--- src/rtl/arx_pkg.sv ---
package arx_pkg;

    typedef enum logic [2:0] {
        ST_IDLE,
        ST_WAIT,
        ST_LEFT,
        ST_RIGHT,
        ST_HALT
    } rx_state_e;

    typedef enum logic [1:0] {
        FMT_TAIL16 = 2'd0,
        FMT_TAIL24 = 2'd1,
        FMT_HEAD24 = 2'd2,
        FMT_DELAY  = 2'd3
    } rx_fmt_e;

endpackage

--- src/rtl/arx_sync.sv ---
module arx_sync #(
    parameter int W      = 3,
    parameter int STAGES = 2
) (
    input  logic         clk,
    input  logic         rst_n,
    input  logic [W-1:0] d_i,
    output logic [W-1:0] q_o
);
    logic [STAGES-1:0][W-1:0] pipe;

    always_ff @(posedge clk or negedge rst_n) begin
        if (!rst_n) begin
            pipe <= '0;
        end else begin
            pipe[0] <= d_i;
            for (int k = 1; k < STAGES; k++) begin
                pipe[k] <= pipe[k-1];
            end
        end
    end

    assign q_o = pipe[STAGES-1];
endmodule

--- src/rtl/arx_slot.sv ---
module arx_slot #(
    parameter int DW    = 24,
    parameter int CNT_W = 7
) (
    input  logic             clk,
    input  logic             rst_n,
    input  logic             bit_rise,
    input  logic             ws,
    input  logic             sd,
    input  logic             delay_ws,
    output logic             evt,
    output logic             new_left,
    output logic [CNT_W-1:0] len,
    output logic [DW-1:0]    tail_bits,
    output logic [DW-1:0]    head_bits
);
    localparam logic [CNT_W-1:0] CNT_MAX  = {CNT_W{1'b1}};
    localparam logic [CNT_W-1:0] HEAD_IDX = CNT_W'(DW - 1);

    logic             ws_d;
    logic             ws_last;
    logic             ws_eff;
    logic [CNT_W-1:0] cnt;
    logic [DW-1:0]    sh;
    logic [DW-1:0]    head;

    // delayed framing: the half starts one bit clock after the raw edge
    assign ws_eff   = delay_ws ? ~ws_d : ws;
    assign evt      = bit_rise && (ws_eff != ws_last);
    assign new_left = ws_eff;
    assign len       = cnt;
    assign tail_bits = sh;
    assign head_bits = head;

    always_ff @(posedge clk or negedge rst_n) begin
        if (!rst_n) begin
            ws_d    <= 1'b0;
            ws_last <= 1'b0;
            cnt     <= '0;
            sh      <= '0;
            head    <= '0;
        end else if (bit_rise) begin
            ws_d    <= ws;
            ws_last <= ws_eff;
            sh      <= {sh[DW-2:0], sd};
            if (evt) begin
                cnt <= CNT_W'(1);
            end else if (cnt != CNT_MAX) begin
                cnt <= cnt + CNT_W'(1);
            end
            if (!evt && cnt == HEAD_IDX) begin
                head <= {sh[DW-2:0], sd};
            end
        end
    end

    AST_CNT_RESTART: assert property (@(posedge clk) disable iff (!rst_n)
        evt |=> (cnt == CNT_W'(1)));
    AST_CNT_IDLE: assert property (@(posedge clk) disable iff (!rst_n)
        !bit_rise |=> $stable(cnt));
endmodule

--- src/rtl/arx_align.sv ---
module arx_align
    import arx_pkg::*;
#(
    parameter int DW    = 24,
    parameter int SW    = 16,
    parameter int CNT_W = 7
) (
    input  rx_fmt_e          fmt,
    input  logic [CNT_W-1:0] len,
    input  logic [DW-1:0]    tail_bits,
    input  logic [DW-1:0]    head_bits,
    output logic [DW-1:0]    word,
    output logic             ok
);
    localparam int PAD = DW - SW;
    localparam logic [CNT_W-1:0] LEN_S = CNT_W'(SW);
    localparam logic [CNT_W-1:0] LEN_L = CNT_W'(DW);

    logic [DW-1:0] short_word;
    assign short_word = {tail_bits[SW-1:0], {PAD{1'b0}}};

    always_comb begin
        word = '0;
        ok   = 1'b0;
        unique case (fmt)
            FMT_TAIL16: begin
                word = short_word;
                ok   = (len >= LEN_S);
            end
            FMT_TAIL24: begin
                word = tail_bits;
                ok   = (len >= LEN_L);
            end
            FMT_HEAD24: begin
                word = head_bits;
                ok   = (len >= LEN_L);
            end
            FMT_DELAY: begin
                word = (len == LEN_S) ? short_word : head_bits;
                ok   = (len == LEN_S) || (len >= LEN_L);
            end
        endcase
    end
endmodule

--- src/rtl/audio_serial_rx.sv ---
module audio_serial_rx
    import arx_pkg::*;
#(
    parameter int DW          = 24,
    parameter int SW          = 16,
    parameter int CNT_W       = 7,
    parameter int SYNC_STAGES = 2
) (
    input  logic          clk,
    input  logic          rst_n,
    input  logic          bclk_i,
    input  logic          wsel_i,
    input  logic          sdata_i,
    input  logic [1:0]    fmt_i,
    output logic [DW-1:0] left_o,
    output logic [DW-1:0] right_o,
    output logic          valid_o
);
    logic [2:0]       pins_s;
    logic             bclk_q;
    logic             bit_rise;
    logic             evt;
    logic             new_left;
    logic [CNT_W-1:0] len;
    logic [DW-1:0]    tail_bits;
    logic [DW-1:0]    head_bits;
    logic [DW-1:0]    word;
    logic             word_ok;
    rx_fmt_e          fmt_run;
    rx_state_e        state;
    rx_state_e        state_nx;
    logic             fmt_chg;
    logic [DW-1:0]    left_hold;
    logic             left_ok;

    arx_sync #(.W(3), .STAGES(SYNC_STAGES)) u_sync (
        .clk   (clk),
        .rst_n (rst_n),
        .d_i   ({bclk_i, wsel_i, sdata_i}),
        .q_o   (pins_s)
    );

    always_ff @(posedge clk or negedge rst_n) begin
        if (!rst_n) bclk_q <= 1'b0;
        else        bclk_q <= pins_s[2];
    end
    assign bit_rise = pins_s[2] & ~bclk_q;

    arx_slot #(.DW(DW), .CNT_W(CNT_W)) u_slot (
        .clk       (clk),
        .rst_n     (rst_n),
        .bit_rise  (bit_rise),
        .ws        (pins_s[1]),
        .sd        (pins_s[0]),
        .delay_ws  (fmt_run == FMT_DELAY),
        .evt       (evt),
        .new_left  (new_left),
        .len       (len),
        .tail_bits (tail_bits),
        .head_bits (head_bits)
    );

    arx_align #(.DW(DW), .SW(SW), .CNT_W(CNT_W)) u_align (
        .fmt       (fmt_run),
        .len       (len),
        .tail_bits (tail_bits),
        .head_bits (head_bits),
        .word      (word),
        .ok        (word_ok)
    );

    assign fmt_chg = ((state == ST_LEFT) || (state == ST_RIGHT)) &&
                     (rx_fmt_e'(fmt_i) != fmt_run);

    // state register
    always_ff @(posedge clk or negedge rst_n) begin
        if (!rst_n) state <= ST_IDLE;
        else        state <= state_nx;
    end

    always_comb begin
        state_nx = state;
        unique case (state)
            ST_IDLE:  if (bit_rise)             state_nx = ST_WAIT;
            ST_WAIT:  if (evt && new_left)      state_nx = ST_LEFT;
            ST_LEFT:  if (fmt_chg)              state_nx = ST_HALT;
                      else if (evt)             state_nx = ST_RIGHT;
            ST_RIGHT: if (fmt_chg)              state_nx = ST_HALT;
                      else if (evt)             state_nx = ST_LEFT;
            ST_HALT:                            state_nx = ST_HALT;
        endcase
    end

    // outputs and capture
    always_ff @(posedge clk or negedge rst_n) begin
        if (!rst_n) begin
            fmt_run   <= FMT_TAIL16;
            left_hold <= '0;
            left_ok   <= 1'b0;
            left_o    <= '0;
            right_o   <= '0;
            valid_o   <= 1'b0;
        end else begin
            valid_o <= 1'b0;
            unique case (state)
                ST_IDLE, ST_WAIT: begin
                    fmt_run <= rx_fmt_e'(fmt_i);
                    left_ok <= 1'b0;
                end
                ST_LEFT: begin
                    if (evt && !fmt_chg) begin
                        left_hold <= word;
                        left_ok   <= word_ok;
                    end
                end
                ST_RIGHT: begin
                    if (evt && !fmt_chg && word_ok && left_ok) begin
                        left_o  <= left_hold;
                        right_o <= word;
                        valid_o <= 1'b1;
                    end
                end
                ST_HALT: begin
                    left_ok <= 1'b0;
                end
            endcase
        end
    end

    AST_VALID_FROM_EDGE: assert property (@(posedge clk) disable iff (!rst_n)
        valid_o |-> $past(evt));
    AST_VALID_SINGLE: assert property (@(posedge clk) disable iff (!rst_n)
        valid_o |=> !valid_o);
    AST_LEFT_HOLD: assert property (@(posedge clk) disable iff (!rst_n)
        !valid_o |-> $stable(left_o));
    AST_RIGHT_HOLD: assert property (@(posedge clk) disable iff (!rst_n)
        !valid_o |-> $stable(right_o));
    AST_HALT_STICKY: assert property (@(posedge clk) disable iff (!rst_n)
        (state == ST_HALT) |=> (state == ST_HALT));
    AST_HALT_SILENT: assert property (@(posedge clk) disable iff (!rst_n)
        (state == ST_HALT) |=> !valid_o);
    AST_NO_EARLY_VALID: assert property (@(posedge clk) disable iff (!rst_n)
        ((state == ST_IDLE) || (state == ST_WAIT)) |=> !valid_o);
endmodule

--- config.mk ---
export PLATFORM = sky130hd
export DESIGN_NAME = audio_serial_rx
export DESIGN_NICKNAME = d
export VERILOG_FILES = /design/src/rtl/arx_pkg.sv /design/src/rtl/arx_sync.sv /design/src/rtl/arx_slot.sv /design/src/rtl/arx_align.sv /design/src/rtl/audio_serial_rx.sv
export SDC_FILE = /design/constraint.sdc
export NUM_CORES = 1
export LEC_CHECK = 0
export CORE_MARGIN = 1.5
export CORE_UTILIZATION = 35
export CTS_BUF_LIST = sky130_fd_sc_hd__clkbuf_2 sky130_fd_sc_hd__clkbuf_4 sky130_fd_sc_hd__clkbuf_8
export DETAILED_ROUTE_END_ITERATION = 16
export GPL_TIMING_DRIVEN = 0
export PLACE_DENSITY = 0.63
export SYNTH_ARGS = -nofsm -noshare
export SYNTH_HDL_FRONTEND = slang
export SYNTH_HIERARCHICAL = 1
export SYNTH_SLANG_ARGS = --single-unit
--- constraint.sdc ---
create_clock -name clk -period 2.3 [get_ports clk]
set_clock_uncertainty 0.05 [all_clocks]
set_input_delay 0.23 -clock clk [delete_from_list [all_inputs] [get_ports clk]]
set_output_delay 0.23 -clock clk [all_outputs]
set_load 0.01 [all_outputs]
# == Word level (Yosys, flattened, before mapping) ==
# Cells that the tools add are included.
# op_classes
n_lt_le_gt_ge,2
shifts,0
n_bitwise,3
n_addsub,1
n_reduce_logical,24
n_eq_ne,17
muxes,17
n_mul,0
div_mod_pow,0
# ops
op,count
$pmux W24 S4,1
$mux W24,1
$mux W3,6
$pmux W3 S5,1
$eq A7 B5 Y1 const B,2
$ge A7 B5 Y1 const B,2
$mux W7,2
$reduce_and A2 Y1,5
$add A7 B1 Y7 const B,1
$logic_and A1 B1 Y1,7
$ne A7 B7 Y1 const B,1
$eq A3 B2 Y1 const B,2
$ne A3 B3 Y1 const B,2
$eq A2 B2 Y1 const B,2
$mux W1,4
$ne A2 B1 Y1 const B,2
$reduce_and A4 Y1,1
$reduce_bool A2 Y1,2
$reduce_or A2 Y1,2
$eq A3 B1 Y1 const B,1
$eq A3 B3 Y1 const B,1
$logic_not A3 Y1,1
$pmux W1 S3,1
$reduce_or A3 Y1,1
10 further kinds,13
# totals
ramBits,0
latch_bits,0
mem_bits_ro,0
wordCells,79
output_inout_bits,49
register_bits,143
n_memories,0
in_bits,7

# == Logic depth before layout (Yosys ltp) ==
# depth
word_depth,9
mapped_depth,11
mapped_depth_nobuf,8

# == By module ==
# The synthesis kept the hierarchy.
# modules_own_cells
mod,seq_area_each_um2,cells_each,area_per_inst_um2,instances
audio_serial_rx,2001.9,191,3081.7,1
arx_slot,1426.4,150,2272.2,1
arx_align,0.0,85,645.6,1
arx_sync,150.1,9,172.7,1

# == Worst setup path after synthesis ==
# No wires, ideal clock.
# synth_timing
path_type,register to register
startpoint,reg fmt_run[0]
endpoint,reg right_o[10]
period_less_slack_ns,2.490
arrival_ns,2.312
path_stages_with_launch,9
slack_ns,-0.190
setup_ns,0.127
t_required_ns,2.123
path_buffers,2
cell_sequence,dfrtp_1 -> inv_1 -> ha_1 -> buf_6 -> or4b_4 -> o221a_4 -> buf_6 -> a221o_1 -> mux2_1
# synth_via
word_cells_on_any_way,17
classes_between,eq/ne: 5; mux: 3; reduce/logical: 9
# synth_rtl
item,line_no,text
start: declaration,audio_serial_rx.sv:29,rx_fmt_e fmt_run;
start signal: assignment,audio_serial_rx.sv:107,fmt_run <= rx_fmt_e'(fmt_i);
"$eq A2 B2 Y1, or another cell as far along",arx_align.sv:25,unique case (fmt)
$pmux W24 S4 (*),arx_align.sv:25,
net word[10],audio_serial_rx.sv:27,logic [DW-1:0] word;
end signal: assignment,audio_serial_rx.sv:119,right_o <= word;
end: declaration,audio_serial_rx.sv:16,"output logic [DW-1:0] right_o,"
# The timed path passes the listed nets; every way through them passes the cells marked *.
# A chain may end at the register's enable or synchronous reset.

# == Worst setup path after layout ==
# layout_timing
startpoint,reg fmt_run[1]
endpoint,reg right_o[19]
# Same word-level chain as after synthesis.

==> summary.txt <==
Finish
  • Number of fillers in the final layout: 1,429
  • Area occupied by multi-input gates: 2725 um^2
  • Diodes inserted: 0
  • Share of cells above drive strength 1: roughly two fifths
  • Most frequent cells in the layout: 139 x dfrtp_1, 62 x mux2_4, 54 x clkdlybuf4s50_1
  • Seq. cell area: 3583 um^2
  • Final instance area: 8319 um^2
  • Synth-to-Final Area Change: 34.79%
  • Nets: 555
  • Most common cell after layout, fill and taps aside: dfrtp_1

Flow run
  • Max-Cap Viols: 0

Yosys
  • Main area contributors after synthesis: dfrtp_1 58%, mux2_2 17%, mux2_1 5.7%, and2_1 1.8%, a21oi_1 1.8%
  • Netlist cell types: 49
  • Mean area per synthesized cell: 14.19 um^2
  • FF+latch count, synth: 143
  • Mapped Area: slightly above 6000 um^2
  • Share of the synthesized area in the top cell type: 57.98%
  • Ys Warns: 6
  • Post-synthesis sequential area ratio: 57.98%
  • Synth area leader: dfrtp_1
  • Cell count after synthesis: 435
  • Net Count, Synth: between 400 and 500

Detailed routing
  • Drt wl/cell: 17.83 um
  • Vias post-DR: 4,010
  • Drt first pass iters: 4
  • Via/cell ratio: between 5 and 6
  • Post-DRT Antenna Nets: 0
  • Iter 0 DRT Violations: approximately 270
  • Final WL: roughly 14 mm
  • DRC viols: 0

Timing
  • Final period utilization: 108.8%
  • Final Max Slew Viols: 0
  • Final hold vios: 0
  • Least-Margin Pin Slew: 0.6625 ns
  • Max-slew headroom: 55.83%
  • Fmax: about 0.4 GHz
  • Setup slack after layout: -0.2030 ns
  • Crit path time final: 2.503 ns
  • Final setup TNS: -7.114 ns
  • RSZ-0062 raised after global routing: yes
  • Setup violators final: 67

GRT
  • Initial antenna violation count: 0
  • GR Util All Layers: 15.82%
  • GRT overflow: 0
  • Largest net degree at the start of global routing: 76
  • Vias in the first global route: 4,105
  • First-pass GRT wire length: around 22 mm

Die
  • Die Span Y: ~140 um
  • Starting Density: a little over a third
  • # IOs: 56
  • Die area: 18,440 um^2
  • Die extent in x: 135.8 um
  • Std-Cell Rows: 48
  • Core ar.: approximately 17,000 um^2

Clock network
  • Clock slew at reported path FFs: 0.07 ns
  • Root buf cell: clkbuf_8
  • Max clock buf depth: 2
  • H-tree levels: 4
  • CTS tree: built
  • Clock buffer count from CTS: 17
  • Worst skew pair latency: approximately 0.45 ns
  • Clk sinks: between 100 and 150

Place
  • DP HPWL: ~8.5 mm
  • RePlAce Congestion: between 0.8 and 0.9
  • Pre-CTS WS: -0.5686 ns
  • DP Area: ~7100 um^2
  • IO Port Bufs: between 50 and 60

Worst setup path
  • Setup CP Type: flip-flop to flip-flop
  • Crit path arrival time: 2.79 ns
  • Flop2flop setup slack: -0.20 ns
  • Worst Setup Start Kind: flip-flop
  • Crit end category: flip-flop
  • Crit Path Max Fanout: 5
  • Req. time, crit path: 2.59 ns

Power and ir drop
  • Pwr dens: 752.0 nW/um^2
  • Max VDD drop: 0.0004083 V
  • Pleak: 3.863 nW

Status
  • Failing checks: negative setup slack
  • Status: finished, violations left

Hold path
  • Hold Path Class: input pin to flip-flop
==> worst max-delay path: stages, from the launching register on <==
cell	delay (ns)
dfrtp_2	0.45
buf_6	0.13
ha_4	0.15
or4b_4	0.51
o221a_4	0.29
buf_6	0.15
a221o_2	0.39
mux2_4	0.27
==> cell type report <==
type	instances	area share, %
buffer	20	2.512
clock buffer	19	3.143
clock inverter	12	2.000
inverter	5	0.2256
multi-input combinational	262	32.76
sequential	143	43.07
tap	225	3.384
timing repair buffer	94	12.90
==> registers in the layout, indices dropped and copies added (netlist names) <==
name	count
u_sync/q_o	3
fmt_run	2
left_ok	1
u_slot/len	7
valid_o	1
state	3
right_o	24
u_slot/ws_d	1
u_sync/pipe	3
left_o	24
u_slot/tail_bits	24
u_slot/head_bits	24
u_slot/ws_last	1
bclk_q	1
left_hold	24
==> power by group <==
part	total [mW]	internal [mW]	leakage [nW]	switching, mW
Combinational	1.12	0.551	1.71	0.568
Clock	2.16	1.22	0.221	0.933
Sequential	2.98	2.70	1.93	0.279
Total	6.26	4.48	3.86	1.78
==> routing by layer <==
layer | GRT usage [%] | vias up | routed length, um
li1 | - | 1805 | -
met1 | 19.99 | 2083 | 6078
met2 | 26.62 | 99 | 7009
met3 | 3.143 | 23 | 497
met4 | 6.213 | 0 | 319
met5 | 0 | - | 0
==> cell families (layout without fill, tap and decap cells) <==
family	Yosys count	count (layout)	share of synthesized area [%]
adder cells (fa/ha/maj)	5	5	1.014
multiplexers	125	125	22.79
buffers and inverters	30	150	3.162
AND/OR/NAND/NOR	65	65	6.447
flip-flops	143	143	57.98
XOR/XNOR	3	3	0.4258
AO/OA/AOI/OAI	64	64	8.190
==> Yosys cell counts (all sizes together) <==
cell type    n
or2          1
xor2         1
a22o         1
a41oi        1
o22ai        1
nor3         1
nor2b        5
nor4b        1
or3b         1
clkbuf       4
ha           5
a221o       16
o211ai       2
nor3b        1
nand4        1
a31o         2
o221a        1
o31a         1
or4          1
buf         21
nand2b       2
xnor2        2
or3          1
a311oi       1
or4b         1
nand2        8
and3         2
o31ai        1
a221oi       1
o21ai        4
nor2         9
mux2i        1
and2b        1
and4         2
dfrtp      143
inv          5
nand3        9
a211oi       9
a21oi       23
and2        18
mux2       124
==> final timing paths <==
path | from | end | cells after the start
worst max-delay path | fmt_run[1]$_DFFE_PN0P_ | right_o[19]$_DFFE_PN0P_ | 7
worst min-delay path | wsel_i | u_sync/pipe[1]$_DFF_PN0_ | 1
worst max register to register | fmt_run[1]$_DFFE_PN0P_ | right_o[19]$_DFFE_PN0P_ | 7
worst min register to register | u_sync/pipe[2]$_DFF_PN0_ | u_sync/q_o[2]$_DFF_PN0_ | 0
max in group asynchronous | rst_n | fmt_run[0]$_DFFE_PN0P_ | 3
min in group asynchronous | rst_n | left_o[17]$_DFFE_PN0P_ | 2
==> per-stage QoR <==
| stage | utilization (%) | total power [mW] | hold slack, ns | std cells |
|---|---|---|---|---|
| global placement | 41.07 | 3.887 | 0.2869 | 715 |
| CTS | 47.18 | 6.265 | 0.1397 | 774 |
| global route | 48.27 | 6.536 | 0.1455 | 780 |
| floorplan | - | 3.589 | -0.1156 | 435 |
| finish | 48.27 | 6.256 | 0.1631 | 780 |
| detailed placement | 41.24 | 3.928 | 0.2363 | 716 |
==> repair_timing <==
item                                    4_1_cts  5_1_grt
setup buffers                                23       12
gates resized for setup                      74       49
pin swaps                                    15        7
cloned                                        5        2
endpoints found under the setup margin       75      103
hold buffers                                  1        0
hold endpoints to repair                     68        0
No activity file was read; power rests on OpenSTA's default activity.
